<file path="src/rtl/fcs_pkg.sv">
package fcs_pkg;
  localparam int OP_W = 4;

  typedef enum logic [OP_W-1:0] {
    OP_NOP    = 4'd0,
    OP_SETWP  = 4'd1,
    OP_SETBP  = 4'd2,
    OP_DELAY  = 4'd3,
    OP_WAITEV = 4'd4,
    OP_WRITE  = 4'd5,
    OP_RMW    = 4'd6,
    OP_RESUME = 4'd7,
    OP_END    = 4'd8
  } op_e;

  typedef enum logic [2:0] {
    K_NONE   = 3'd0,
    K_SETWP  = 3'd1,
    K_SETBP  = 3'd2,
    K_READ   = 3'd3,
    K_WRITE  = 3'd4,
    K_RESUME = 3'd5
  } kind_e;

  typedef enum logic [2:0] {
    S_IDLE, S_EXEC, S_REQ, S_DLY, S_WAIT, S_DONE
  } state_e;
endpackage

</file>
<file path="src/rtl/fcs_script_mem.sv">
module fcs_script_mem #(
  parameter int DEPTH  = 16,
  parameter int WORD_W = 68,
  localparam int AW    = $clog2(DEPTH)
) (
  input  logic              clk_i,
  input  logic              wr_en_i,
  input  logic [AW-1:0]     wr_addr_i,
  input  logic [WORD_W-1:0] wr_data_i,
  input  logic [AW-1:0]     rd_addr_i,
  output logic [WORD_W-1:0] rd_data_o
);
  logic [WORD_W-1:0] mem_q [DEPTH];

  always_ff @(posedge clk_i) begin
    if (wr_en_i) mem_q[wr_addr_i] <= wr_data_i;
  end

  assign rd_data_o = mem_q[rd_addr_i];
endmodule

</file>
<file path="src/rtl/fcs_trace_log.sv">
module fcs_trace_log #(
  parameter int DEPTH  = 8,
  parameter int DATA_W = 32,
  localparam int AW    = $clog2(DEPTH),
  localparam int CW    = $clog2(DEPTH + 1)
) (
  input  logic              clk_i,
  input  logic              rst_ni,
  input  logic              msg_valid_i,
  input  logic [DATA_W-1:0] msg_data_i,
  input  logic [AW-1:0]     rd_addr_i,
  output logic [DATA_W-1:0] rd_data_o,
  output logic [CW-1:0]     count_o,
  output logic              overflow_o
);
  logic [DATA_W-1:0] mem_q [DEPTH];
  logic [CW-1:0]     count_q;
  logic              ovf_q;
  logic              full;

  assign full = (count_q == CW'(DEPTH));

  always_ff @(posedge clk_i) begin
    if (msg_valid_i && !full) mem_q[count_q[AW-1:0]] <= msg_data_i;
  end

  always_ff @(posedge clk_i or negedge rst_ni) begin
    if (!rst_ni) begin
      count_q <= '0;
      ovf_q   <= 1'b0;
    end else if (msg_valid_i) begin
      if (full) ovf_q <= 1'b1;
      else      count_q <= count_q + 1'b1;
    end
  end

  assign rd_data_o  = mem_q[rd_addr_i];
  assign count_o    = count_q;
  assign overflow_o = ovf_q;

  a_r9_count_step: assert property (@(posedge clk_i) disable iff (!rst_ni)
    (msg_valid_i && count_o != CW'(DEPTH)) |=> count_o == $past(count_o) + 1'b1);
  a_r10_ovf_sticky: assert property (@(posedge clk_i) disable iff (!rst_ni)
    overflow_o |=> overflow_o);
  a_r10_ovf_only_full: assert property (@(posedge clk_i) disable iff (!rst_ni)
    $rose(overflow_o) |-> count_o == CW'(DEPTH));
endmodule

</file>
<file path="src/rtl/fcs_ctrl.sv">
module fcs_ctrl
  import fcs_pkg::*;
#(
  parameter int SCRIPT_DEPTH = 16,
  parameter int ADDR_W       = 32,
  parameter int DATA_W       = 32,
  localparam int SAW         = $clog2(SCRIPT_DEPTH),
  localparam int CMD_W       = OP_W + ADDR_W + DATA_W
) (
  input  logic              clk_i,
  input  logic              rst_ni,
  input  logic              start_i,
  input  logic [CMD_W-1:0]  cmd_i,
  output logic [SAW-1:0]    pc_o,
  input  logic              wp_hit_i,
  input  logic              ext_trig_i,
  output logic              dbg_req_o,
  output logic [2:0]        dbg_kind_o,
  output logic [ADDR_W-1:0] dbg_addr_o,
  output logic [DATA_W-1:0] dbg_data_o,
  input  logic              dbg_ack_i,
  input  logic [DATA_W-1:0] dbg_rdata_i,
  output logic              done_o
);
  state_e            state_q, state_d;
  logic [SAW-1:0]    pc_q, pc_d;
  kind_e             kind_q, kind_d;
  logic [ADDR_W-1:0] addr_q, addr_d;
  logic [DATA_W-1:0] data_q, data_d, mask_q, mask_d, cnt_q, cnt_d;
  logic              rmw_q, rmw_d, adv;

  op_e               op;
  logic [ADDR_W-1:0] c_addr;
  logic [DATA_W-1:0] c_opnd;

  assign op     = op_e'(cmd_i[CMD_W-1 -: OP_W]);
  assign c_addr = cmd_i[DATA_W +: ADDR_W];
  assign c_opnd = cmd_i[DATA_W-1:0];

  always_comb begin
    state_d = state_q; pc_d = pc_q; kind_d = kind_q; addr_d = addr_q;
    data_d = data_q; mask_d = mask_q; cnt_d = cnt_q; rmw_d = rmw_q;
    adv = 1'b0;
    unique case (state_q)
      S_IDLE, S_DONE: if (start_i) begin
        state_d = S_EXEC;
        pc_d    = '0;
      end
      S_EXEC: begin
        addr_d = c_addr;
        data_d = '0;
        case (op)
          OP_SETWP:  begin kind_d = K_SETWP;  state_d = S_REQ; end
          OP_SETBP:  begin kind_d = K_SETBP;  state_d = S_REQ; end
          OP_RESUME: begin kind_d = K_RESUME; state_d = S_REQ; end
          OP_WRITE:  begin kind_d = K_WRITE;  data_d = c_opnd; state_d = S_REQ; end
          OP_RMW: begin
            kind_d  = K_READ;
            mask_d  = c_opnd;
            rmw_d   = 1'b1;
            state_d = S_REQ;
          end
          OP_DELAY: begin
            if (c_opnd == '0) adv = 1'b1;
            else begin
              cnt_d   = c_opnd;
              state_d = S_DLY;
            end
          end
          OP_WAITEV: state_d = S_WAIT;
          OP_END:    state_d = S_DONE;
          default:   adv = 1'b1;
        endcase
      end
      S_REQ: if (dbg_ack_i) begin
        if (rmw_q) begin
          // read returned: turn straight into the write-back
          rmw_d  = 1'b0;
          kind_d = K_WRITE;
          data_d = dbg_rdata_i ^ mask_q;
        end else begin
          adv = 1'b1;
        end
      end
      S_DLY: begin
        if (cnt_q == DATA_W'(1)) adv = 1'b1;
        else cnt_d = cnt_q - 1'b1;
      end
      S_WAIT: if (wp_hit_i || ext_trig_i) adv = 1'b1;
      default: state_d = S_IDLE;
    endcase
    if (adv) begin
      if (pc_q == SAW'(SCRIPT_DEPTH - 1)) state_d = S_DONE;
      else begin
        pc_d    = pc_q + 1'b1;
        state_d = S_EXEC;
      end
    end
  end

  always_ff @(posedge clk_i or negedge rst_ni) begin
    if (!rst_ni) begin
      state_q <= S_IDLE;
      pc_q    <= '0;
      kind_q  <= K_NONE;
      addr_q  <= '0;
      data_q  <= '0;
      mask_q  <= '0;
      cnt_q   <= '0;
      rmw_q   <= 1'b0;
    end else begin
      state_q <= state_d;
      pc_q    <= pc_d;
      kind_q  <= kind_d;
      addr_q  <= addr_d;
      data_q  <= data_d;
      mask_q  <= mask_d;
      cnt_q   <= cnt_d;
      rmw_q   <= rmw_d;
    end
  end

  assign pc_o       = pc_q;
  assign dbg_req_o  = (state_q == S_REQ);
  assign dbg_kind_o = kind_q;
  assign dbg_addr_o = addr_q;
  assign dbg_data_o = data_q;
  assign done_o     = (state_q == S_DONE);

  a_r2_req_hold: assert property (@(posedge clk_i) disable iff (!rst_ni)
    (dbg_req_o && !dbg_ack_i) |=> dbg_req_o && $stable(dbg_kind_o)
                                  && $stable(dbg_addr_o) && $stable(dbg_data_o));
  a_r3_delay_quiet: assert property (@(posedge clk_i) disable iff (!rst_ni)
    (state_q == S_DLY) |=> !dbg_req_o);
  a_r4_wait_blocks: assert property (@(posedge clk_i) disable iff (!rst_ni)
    (state_q == S_WAIT && !wp_hit_i && !ext_trig_i) |=> !dbg_req_o);
  a_r6_rmw_writeback: assert property (@(posedge clk_i) disable iff (!rst_ni)
    (dbg_req_o && dbg_ack_i && dbg_kind_o == K_READ)
      |=> dbg_req_o && dbg_kind_o == K_WRITE && $stable(dbg_addr_o));
  a_r8_done_holds: assert property (@(posedge clk_i) disable iff (!rst_ni)
    (done_o && !start_i) |=> done_o && !dbg_req_o);
endmodule

</file>
<file path="src/rtl/fault_campaign_seq.sv">
module fault_campaign_seq
  import fcs_pkg::*;
#(
  parameter int SCRIPT_DEPTH = 16,
  parameter int TRACE_DEPTH  = 8,
  parameter int ADDR_W       = 32,
  parameter int DATA_W       = 32,
  localparam int SAW         = $clog2(SCRIPT_DEPTH),
  localparam int TAW         = $clog2(TRACE_DEPTH),
  localparam int TCW         = $clog2(TRACE_DEPTH + 1),
  localparam int CMD_W       = OP_W + ADDR_W + DATA_W
) (
  input  logic              clk_i,
  input  logic              rst_ni,
  input  logic              start_i,
  input  logic              script_we_i,
  input  logic [SAW-1:0]    script_waddr_i,
  input  logic [CMD_W-1:0]  script_wdata_i,
  input  logic              wp_hit_i,
  input  logic              ext_trig_i,
  output logic              dbg_req_o,
  output logic [2:0]        dbg_kind_o,
  output logic [ADDR_W-1:0] dbg_addr_o,
  output logic [DATA_W-1:0] dbg_data_o,
  input  logic              dbg_ack_i,
  input  logic [DATA_W-1:0] dbg_rdata_i,
  input  logic              msg_valid_i,
  input  logic [DATA_W-1:0] msg_data_i,
  input  logic [TAW-1:0]    trace_raddr_i,
  output logic [DATA_W-1:0] trace_rdata_o,
  output logic [TCW-1:0]    trace_count_o,
  output logic              trace_ovf_o,
  output logic              done_o
);
  logic [SAW-1:0]   pc;
  logic [CMD_W-1:0] cmd;

  fcs_script_mem #(.DEPTH(SCRIPT_DEPTH), .WORD_W(CMD_W)) u_script (
    .clk_i, .wr_en_i(script_we_i), .wr_addr_i(script_waddr_i),
    .wr_data_i(script_wdata_i), .rd_addr_i(pc), .rd_data_o(cmd)
  );

  fcs_ctrl #(.SCRIPT_DEPTH(SCRIPT_DEPTH), .ADDR_W(ADDR_W), .DATA_W(DATA_W)) u_ctrl (
    .clk_i, .rst_ni, .start_i, .cmd_i(cmd), .pc_o(pc),
    .wp_hit_i, .ext_trig_i, .dbg_req_o, .dbg_kind_o, .dbg_addr_o,
    .dbg_data_o, .dbg_ack_i, .dbg_rdata_i, .done_o
  );

  fcs_trace_log #(.DEPTH(TRACE_DEPTH), .DATA_W(DATA_W)) u_trace (
    .clk_i, .rst_ni, .msg_valid_i, .msg_data_i,
    .rd_addr_i(trace_raddr_i), .rd_data_o(trace_rdata_o),
    .count_o(trace_count_o), .overflow_o(trace_ovf_o)
  );
endmodule

</file>
<file path="config.mk">
export PLATFORM = sky130hd
export DESIGN_NAME = fault_campaign_seq
export DESIGN_NICKNAME = d
export VERILOG_FILES = /design/src/rtl/fcs_pkg.sv /design/src/rtl/fcs_script_mem.sv /design/src/rtl/fcs_trace_log.sv /design/src/rtl/fcs_ctrl.sv /design/src/rtl/fault_campaign_seq.sv
export SDC_FILE = /design/constraint.sdc
export NUM_CORES = 2
export LEC_CHECK = 0
export ABC_AREA = 1
export CAP_MARGIN = 20
export CORE_MARGIN = 10
export CORE_UTILIZATION = 45
export CTS_CLUSTER_SIZE = 14
export DETAILED_ROUTE_END_ITERATION = 6
export GPL_ROUTABILITY_DRIVEN = 0
export PLACE_DENSITY = 0.74
export SKIP_LAST_GASP = 1
export SLEW_MARGIN = 20
export SYNTH_ARGS = -nofsm -noshare
export SYNTH_HDL_FRONTEND = slang
export SYNTH_HIERARCHICAL = 1
export SYNTH_SLANG_ARGS = --single-unit
export TNS_END_PERCENT = 5
</file>
<file path="constraint.sdc">
create_clock -name clk_i -period 3.5 [get_ports clk_i]
set_input_delay 0.7 -clock clk_i [delete_from_list [all_inputs] [get_ports clk_i]]
set_output_delay 0.7 -clock clk_i [all_outputs]
set_load 0.01 [all_outputs]
</file>
==> results by group <==
Critical path
  • Reg-to-Reg End: u_ctrl/cnt_q[0]$_DFFE_PN0P_
  • Worst Setup SP: u_ctrl/pc_o[2]$_DFF_PN0_
  • Critical path endpoint: u_ctrl/cnt_q[0]$_DFFE_PN0P_
  • Setup crit end kind: flop
  • RR Startpoint: u_ctrl/pc_o[2]$_DFF_PN0_
  • CP arrival: 3.99 ns
  • CP Class: flop to flop
  • Critical Path Start Type: flop
  • Flop2flop setup slack: 0.15 ns
  • Worst Path Required: between 4 and 5 ns
  • Cells on worst reg2reg path: 15
  • CP Max Fanout: 52

Floorplan
  • Total die area: 161,000 sq um
  • Die Ht: 402 um
  • # IOs: 253
  • Rows: 140
  • Core area: between 100,000 and 150,000 sq um
  • Initial core utilization: 45.2%
  • Die width: 402 um

Cells and area
  • Number of fill cells in the layout: 12.1k
  • Area delta synth->final: 15.8%
  • Fin nets: 6,995
  • Design Area, Final: 76,000 sq um
  • Ratio of cells with drive above 1 in the final layout: 6.03%

Route
  • Via count: 46.4k
  • DR WL/cell: 19.2 um
  • Vias per inst: 5.21
  • DRC violations left: 0
  • Routed Antenna Nets: 0
  • Iteration-0 DRC Markers: 5,045
  • Routed WL: around 170 mm
  • 1st-pass router iterations: 7

Global route
  • Initial antenna violation count: 31
  • First-pass GRT wire length: 261 mm
  • Total gr overflow: 0
  • Vias in the first global route: 45.3k
  • Pin count of the biggest net entering global routing: 129
  • Global Route Usage Sum: 20.5%

Logic synthesis
  • Yosys reg bits: between 1k and 1.5k
  • Sequential-to-total area share from yosys stat: 67.0%
  • Syn Nets: just under 7k
  • Ys async rst share: 9.68%
  • Gate Count Post-Synth: 6,612
  • Distinct cells, synth: 40
  • Yosys warning total: 6
  • Ys flop type: edfxtp_1
  • Synth Cell Area: between 60,000 and 70,000 sq um
  • Number of enable flip-flop cells after synthesis: 1,344
  • Avg Cell Area, Syn: slightly below 10 sq um
  • Top post-synthesis cells by area: edfxtp_1 62%, nand2_1 13%, nand3_1 7.6%
  • Yosys top cell area share: 61.5%
  • Largest area contributor in the netlist: edfxtp_1

Power and ir drop
  • P_leak: 32.8 nW
  • Internal power of the cells: 35.0 mW
  • Switching part of the total: 35.0%
  • Clock power share: between 30% and 40%
  • Power density over cell area: 709 nW/um^2
  • Sequential power share: 40.2%
  • Combinational Power Share: 29.7%
  • VDD IR max: 0.000535 V
  • Psw: about 19 mW

CTS
  • TritonCTS Sinks: about 1.5k
  • H-tree levels: 4
  • CTS Buf Count: 152
  • CTS tree: done
  • Max clock buf depth: 3
  • Worst-path clk slew: 0.06 ns
  • CTS root buf: clkbuf_16
  • Clock latency on the worst-skew pair: 0.80 ns

Run status
  • Outcome: finished clean

Place
  • Dpl ws: 0.0306 ns
  • Area after DPL: 70,800 sq um
  • Post-DP HPWL: 96.1 mm
  • PortBufs: about 250

Min path
  • Worst hold path class: input port to asynchronous set/reset pin

STA
  • Hold WS: roughly 0.45 ns
  • Slew HR: about 36%
  • Final min period: 3.35 ns
  • Period utilization: roughly 96%
  • Final worst slack: 0.148 ns
  • FMAX: between 200 and 300 MHz
  • Worst slew pin tran: ~0.96 ns
  • RSZ-0062 raised after global routing: true
  • Final hold violation count: 0
  • Slew Viols, Final: 0
  • Max Clock Skew: about 0.095 ns
  • Final number of setup-violating endpoints: 0

Run
  • # Max-Cap Violations: 0
==> state kept, by name, summed over array words and instances, names as in the netlist <==
| signal | flops |
|---|---|
| u_script/mem_q | 1088 |
| u_trace/mem_q | 256 |
| u_ctrl/cnt_q | 32 |
| u_ctrl/dbg_addr_o | 32 |
| u_ctrl/dbg_data_o | 32 |
| u_ctrl/mask_q | 32 |
| u_ctrl/pc_o | 4 |
| u_trace/count_o | 4 |
| u_ctrl/dbg_kind_o | 3 |
| u_ctrl/state_q | 3 |
| u_ctrl/rmw_q | 1 |
| u_trace/overflow_o | 1 |
==> worst min path at each step <==
stage,to,startpoint
final,u_ctrl/mask_q[1]$_DFFE_PN0P_,rst_ni
after global routing,u_ctrl/mask_q[1]$_DFFE_PN0P_,rst_ni
after CTS,u_ctrl/mask_q[1]$_DFFE_PN0P_,rst_ni
after detailed placement,u_ctrl/dbg_addr_o[24]$_DFFE_PN0P_,u_ctrl/dbg_addr_o[24]$_DFFE_PN0P_
after global placement,u_trace/overflow_o$_DFFE_PN0P_,u_trace/overflow_o$_DFFE_PN0P_
after floorplan,u_ctrl/cnt_q[0]$_DFFE_PN0P_,rst_ni
==> per-stage QoR <==
stage,TNS (ns),utilization (%),power (mW),instances
2_1_floorplan,-794.41,-,32.1,6612
3_3_place_gp,0,48.8,37.2,8603
3_5_place_dp,0,48.8,37.6,8603
4_1_cts,-0.0205,52.3,53.8,8883
5_1_grt,-0.185,52.3,56.6,8896
6_report,0,52.3,53.9,8898
==> cells by family after synthesis <==
group / count (synthesis) / share of synthesized area (%)
flip-flops: 1488 / 67.0
XOR/XNOR: 41 / 0.547
AND/OR/NAND/NOR: 3408 / 21.6
multiplexers: 1 / 0.0153
buffers and inverters: 1497 / 9.34
AO/OA/AOI/OAI: 172 / 1.41
adder cells (fa/ha/maj): 5 / 0.0954
==> Yosys cell counts, drive strengths merged, types with 2 or more instances <==
cell and count:
nor2 135, a31oi 2, xnor2 4, edfxtp 1344
a21boi 2, nand3 998, o211ai 14, nand3b 2
nand2 2246, dfrtp 144, ha 5, a21oi 30
o21bai 2, nand4 5, xor2 37, inv 1180
and2 2, o21ai 119, buf 239, nor3 19
clkbuf 77
==> per-layer routing <==
metal / part of all wire [%] / vias up / GRT usage (%)
met5: 0.052 / - / 0
met4: 3.7 / 12 / 8.66
met3: 8.9 / 444 / 3.88
met2: 48 / 2261 / 33.9
met1: 40 / 22000 / 26.4
li1: - / 21600 / -
==> placed cells by master (no fill, tap or decap), types with 25 or more instances in the layout <==
cell / Yosys / routed
clkbuf_1: 77 / 36
xor2_1: 37 / 37
edfxtp_1: 1344 / 1344
nor2_4: 2 / 25
nor2_1: 128 / 107
nand3_1: 995 / 994
nand2_1: 2243 / 2242
o21ai_1: 28 / 27
clkbuf_16: 0 / 154
buf_12: 0 / 60
clkdlybuf4s50_1: 0 / 249
a21oi_1: 29 / 29
buf_4: 31 / 77
inv_1: 1172 / 1171
dfrtp_1: 144 / 140
o21ai_0: 90 / 90
clkinv_2: 0 / 27
==> critical path, stage by stage, from the launching register on <==
cell	delay, ns
dfrtp_4	0.53
inv_6	0.47
buf_4	0.29
nand3_1	0.09
nand3_1	0.09
nand2_1	0.23
nor2_1	0.26
nand2_1	0.09
nor2_1	0.12
nand2_1	0.06
nor2_1	0.22
nand2_1	0.14
nand2_2	0.20
nor2_4	0.16
nand2_1	0.13
o21ai_0	0.08
==> repair_timing <==
action,4_1_cts,5_1_grt
hold buffers,1,0
pin swaps,0,1
resized for setup,0,6
cloned,0,2
endpoints found under the hold margin,45,0
buffers inserted,0,0
setup endpoints to repair,1,36
==> power groups by stage <==
stage	registers [mW]	clock network (mW)	logic [mW]
3_3_place_gp	22.0	0	15.3
5_1_grt	21.8	17.2	17.6
3_5_place_dp	22.0	0	15.6
6_report	21.7	16.2	16.0
2_1_floorplan	21.9	0	10.2
4_1_cts	21.7	16.4	15.7
==> final cells by class <==
cell class | count | area, sq um | share of cell area [%]
antenna | 13 | 32.5 | 0.0428
clock buffer | 203 | 4170 | 5.49
clock inverter | 76 | 913 | 1.20
inverter | 1181 | 4470 | 5.88
multi-input combinational | 3629 | 15700 | 20.7
sequential | 1488 | 44000 | 57.9
tap | 1917 | 2400 | 3.16
timing repair buffer | 391 | 4320 | 5.69
(Power assumes the default switching activity.)
